File: config.mk
export PLATFORM = sky130hd
export DESIGN_NAME = start_pattern_detector
export DESIGN_NICKNAME = d
export VERILOG_FILES = /design/src/rtl/start_pattern_detector.sv
export SDC_FILE = /design/constraint.sdc
export NUM_CORES = 1
export LEC_CHECK = 0
export ABC_AREA = 1
export BUFFER_PORTS_ARGS = -buffer_cell sky130_fd_sc_hd__buf_2
export CORE_ASPECT_RATIO = 1.4
export CORE_MARGIN = 8
export CORE_UTILIZATION = 30
export CTS_BUF_LIST = sky130_fd_sc_hd__clkbuf_16
export DETAILED_ROUTE_END_ITERATION = 6
export PLACE_DENSITY = 0.52
export SLEW_MARGIN = 5
export SYNTH_ARGS = -nofsm -noshare
export SYNTH_HDL_FRONTEND = slang
export SYNTH_SLANG_ARGS = --single-unit
export TNS_END_PERCENT = 10
File: constraint.sdc
create_clock -name clk -period 4.6 [get_ports clk]
set_clock_uncertainty 0.1 [all_clocks]
set_input_delay 0.92 -clock clk [delete_from_list [all_inputs] [get_ports clk]]
set_output_delay 0.92 -clock clk [all_outputs]
set_load 0.02 [all_outputs]
File: src/rtl/start_pattern_detector.sv
module start_pattern_detector #(
  parameter int PAT_W  = 8,
  parameter int MASK_W = 4,
  parameter int GAP_W  = 8,
  localparam int SR_W  = 2 * PAT_W,
  localparam int LA_W  = $clog2(SR_W + 1),
  localparam int LB_W  = $clog2(PAT_W + 1)
) (
  input  logic              clk,
  input  logic              rst_n,
  input  logic              chip_vld,
  input  logic              chip,
  input  logic              restart,
  input  logic [1:0]        mode,
  input  logic [PAT_W-1:0]  pat_a,
  input  logic [PAT_W-1:0]  pat_b,
  input  logic [LA_W-1:0]   len_a,
  input  logic [LB_W-1:0]   len_b,
  input  logic [MASK_W-1:0] wild_mask,
  input  logic [GAP_W-1:0]  gap_len,
  output logic              detect,
  output logic              first_bit
);

  localparam int CNT_W = GAP_W + 1;
  localparam logic [1:0] M_CAT = 2'b00, M_GAP = 2'b10, M_REP = 2'b11;

  logic [SR_W-1:0]  sr, sr_nxt;
  logic [LA_W-1:0]  fill, fill_nxt;
  logic [CNT_W-1:0] cnt;
  logic [PAT_W-1:0] wmask;
  logic             locked, a_len_ok, b_len_ok, a_hit, b_hit, cat_hit, fire, go;

  function automatic logic hit(input logic [SR_W-1:0] s, input logic [PAT_W-1:0] p,
                               input logic [PAT_W-1:0] dc, input int len, input int off);
    logic ok;
    ok = 1'b1;
    for (int i = 0; i < PAT_W; i++)
      if (i < len && off + i < SR_W && s[off+i] != p[i] && !dc[i]) ok = 1'b0;
    return ok;
  endfunction

  assign wmask    = PAT_W'(wild_mask);
  assign sr_nxt   = {sr[SR_W-2:0], chip};
  assign fill_nxt = (int'(fill) == SR_W) ? fill : fill + 1'b1;
  assign a_len_ok = int'(len_a) != 0 && int'(len_a) <= PAT_W;
  assign b_len_ok = int'(len_b) != 0 && int'(len_b) <= PAT_W;

  assign a_hit = a_len_ok && int'(fill_nxt) >= int'(len_a)
                 && hit(sr_nxt, pat_a, wmask, int'(len_a), 0);
  assign b_hit = b_len_ok && int'(fill_nxt) >= int'(len_b)
                 && hit(sr_nxt, pat_b, '0, int'(len_b), 0);
  assign cat_hit = int'(len_a) == SR_W && b_len_ok
                   && int'(fill_nxt) >= PAT_W + int'(len_b)
                   && hit(sr_nxt, pat_b, '0, int'(len_b), 0)
                   && hit(sr_nxt, pat_a, wmask, PAT_W, int'(len_b));

  always_comb begin
    case (mode)
      M_CAT:   fire = cat_hit;
      M_GAP:   fire = (cnt == CNT_W'(1)) && b_hit;
      default: fire = a_hit || b_hit;
    endcase
  end

  assign go = chip_vld && !locked && !restart;

  always_ff @(posedge clk or negedge rst_n) begin
    if (!rst_n) begin
      sr        <= '0;
      fill      <= '0;
      cnt       <= '0;
      locked    <= 1'b0;
      detect    <= 1'b0;
      first_bit <= 1'b0;
    end else begin
      detect <= go && fire;
      if (chip_vld) begin
        sr   <= sr_nxt;
        fill <= fill_nxt;
      end
      if (go && fire) begin
        locked    <= 1'b1;
        first_bit <= (mode == M_REP) && !a_hit;
      end else if (restart) begin
        locked <= 1'b0;
      end
      if (restart || mode != M_GAP || locked)
        cnt <= '0;
      else if (chip_vld) begin
        if (cnt != '0)
          cnt <= cnt - 1'b1;
        else if (a_hit && b_len_ok)
          cnt <= CNT_W'(gap_len) + CNT_W'(len_b);
      end
    end
  end

endmodule


==> out/metrics.yaml <==
power:
  p_leak_nw: 2.112
  power.total_mw: 1.374
  p_per_area_nw_per_um2: 339.9
  vdd.ir_drop.worst_uv: 226.9
sta:
  hold_viol: 0
  slew_headroom_pct: 48.61
  fin_crit_ns: 3.412
  period_share_pct: 74.17
  setup_viol: 0
  final_max_slew_viol_count: 0
  tightest_slew_ns: 0.7709
  holdWs_ns: 0.4189
  fin_ws_ns: 1.188
  fin_setup_tns_ns: 0
  rsz0062_at_grt: "no"
  max_freq_mhz: 293.1
route:
  antenna_left: 0
  routed_wl_mm: 12.30
  num_vias: 3828
  drc_errors: 0
  routedWlPerCell_um: 16.33
  firstDrtPassIters: 5
  drt_iter0_markers: 226
  via_per_inst: 5.084
worst_setup_path:
  crit_start: "len_b[0]"
  required_ns: 4.67
  crit_path_end_kind: "register"
  cpMaxStageDelayCell: "ha_1"
  rr_worst_depth: 15
  path_class: "input port to register"
  r2r_start: "fill[0]"
  cp.arrival_ns: 3.49
  cp.depth: 17
  cp-endpoint: "first_bit"
  path_buf_inv: 3
  cp_common_cell: "nand2_1"
  r2r_slack_ns: 1.60
  critical-path-max-stage-delay_ns: 0.47
  cp-start-kind: "input port"
  reg2reg_to: "cnt[1]"
  crit_chain: "buf_2 > inv_2 > ha_1 > inv_1 > nand3_1 > nand3_1 > nand3b_1 > nand2_1 > nand2_1 > nand3_1 > nand2_1 > nor2_1 > nand3_1 > nand2_1 > nand2_1 > nand2_1 > nand2_1"
  critPathTopFamily: "simple AND/OR/NAND/NOR gates"
  critical_path.max_fanout: 25
hold_path:
  holdPathStages: 2
  hp-class: "register to register"
floorplan:
  core_area_um2: 11700
  fp.dieH_um: 144.9
  initial_core_util_pct: 30.43
  fp.dieW_um: 108.1
  rows: 47
  io_pins: 46
  dieArea_um2: 15660
final_layout:
  drive_gt1_share_pct: 10.23
  diodes: 0
  fillers: 1264
  final_nets: 682
  final_area_um2: 4041
  area_growth_syn_to_layout_pct: 13.49
  final_cell_mix: "156 x nand2_1, 109 x nand3_1, 64 x inv_1, 45 x buf_2, 40 x o21ai_0"
  regArea_um2: 800.8
  final_cells: 753
  utilization_pct: 34.53
  final_common_cell: "nand2_1"
  multiInputGateArea_um2: 2432
global_route:
  grt-ovfl-total: 0
  grt_pass1_wl_mm: 19.55
  grt_util_all_layers_pct: 15.80
  grt_max_degree: 33
  antenna_found_initial: 0
  grt_pass1_vias: 3809
logic_synthesis:
  syn_nets: 643
  yosys.area.top_type: "dfrtp_1"
  synth_top_family_by_area: "simple AND/OR/NAND/NOR gates"
  synthAdderAreaFrac_pct: 11.81
  yosys_warnings: 0
  syn_area_per_cell_um2: 6.291
  synth_top_area_share_pct: 22.49
  synth-xor-area-share_pct: 4.181
  yosysSeqAreaShare_pct: 22.49
  synthCells: 566
  syn_area_um2: 3561
  synthTopCellsByArea: "dfrtp_1 22%, nand2_1 16%, nand3_1 15%"
  synth-simple-area-share_pct: 39.74
  synth_mux_area_share_pct: 0
  synth_compound_area_share_pct: 12.58
  synth_seq_cells: 32
  ys_types: 37
placed_design:
  hpwl_mm: 10.07
  finalWeightedCongestion: 0.9573
  port_buffers: 45
  post_dp_cell_area_um2: 3897
  dp_cells: 745
  place_ws_ns: 0.9072
clock_tree:
  cts_tree: "built"
  cts_num_sinks: 32
  cts-root-buf: "clkbuf_16"
  clockBufferDepth: 2
  cts.clk_slew.worst_paths_ns: 0.06
  clk_latency_ns: 0.29
  cts.repair.resized: 0
  htree_num_levels: 2
  numCtsBuffers: 5
  cts_setup_buffers: 0
  holdBufCountCts: 0
run_status:
  outcome: "finished, final reports clean"
flow_run:
  max_cap_viol_count: 0
routing by layer:
metal	vias up	track usage [%]	routed length, um
met4	0	10.73	755
met3	40	1.950	293
li1	1954	-	-
met2	89	28.05	6362
met1	1745	16.65	4884
met5	-	0	0
cell families (layout without fill, tap and decap cells):
family	after synthesis	in the layout
xor gates and xnor gates	17	17
and+or+nand+nor	322	322
buffers and inverters	80	120
AOI/OAI and AO/OA	82	82
adders and majority gates	33	33
DFF	32	32
power breakdown:
part	switching, mW	internal (mW)	leakage [nW]
logic	0.412	0.236	1.62
registers	0.0626	0.329	0.422
clock network	0.135	0.199	0.0736
total	0.609	0.764	2.11
how the worst min path moves through the flow:
stage	from	endpoint
after floorplan	sr[14]	sr[14]
after global placement	sr[14]	sr[14]
after detailed placement	sr[14]	sr[14]
after CTS	sr[14]	sr[14]
after global routing	sr[14]	sr[14]
final	sr[14]	sr[14]
registers in the layout (all words and copies together) (netlist names):
| name | cells |
|---|---|
| cnt | 9 |
| first_bit | 1 |
| locked | 1 |
| detect | 1 |
| sr | 15 |
| fill | 5 |
cell usage after synthesis:
| cell type | instances |
|---|---|
| a221o_1 | 1 |
| xor2_1 | 8 |
| nor2_4 | 1 |
| or2_1 | 1 |
| o31ai_1 | 1 |
| xnor2_1 | 9 |
| a21oi_1 | 24 |
| nor2_1 | 32 |
| o211ai_1 | 4 |
| nand3b_1 | 6 |
| inv_1 | 64 |
| o22ai_1 | 1 |
| nand2_1 | 156 |
| a31oi_1 | 1 |
| or2_0 | 1 |
| or2_2 | 2 |
| buf_2 | 7 |
| fa_1 | 1 |
| nand4_1 | 6 |
| and3_1 | 1 |
| inv_2 | 2 |
| clkbuf_1 | 4 |
| nor3_1 | 4 |
| a22oi_2 | 1 |
| o21ai_0 | 40 |
| ha_1 | 32 |
| nor4_1 | 1 |
| nand3_1 | 109 |
| dfrtp_1 | 32 |
| nor2_2 | 1 |
| o21ai_1 | 6 |
| nand2_2 | 1 |
| o221ai_1 | 1 |
| a22oi_1 | 1 |
| buf_4 | 1 |
| a211o_1 | 1 |
| buf_6 | 2 |
layout make-up:
cell class,count,area share [%]
repair buffers,46,5.759
flip-flops and latches,32,19.81
well taps,147,4.551
inverters,66,6.130
clock buffers,5,3.096
clock inverters,3,0.4644
multi-input cells,454,60.19
tightest hold or removal path, cell delays in order, from the launching register on:
cell and delay, ns:
dfrtp_1 0.38, nand2_1 0.06, nand2_1 0.05
No activity file was read; power rests on OpenSTA's default activity.
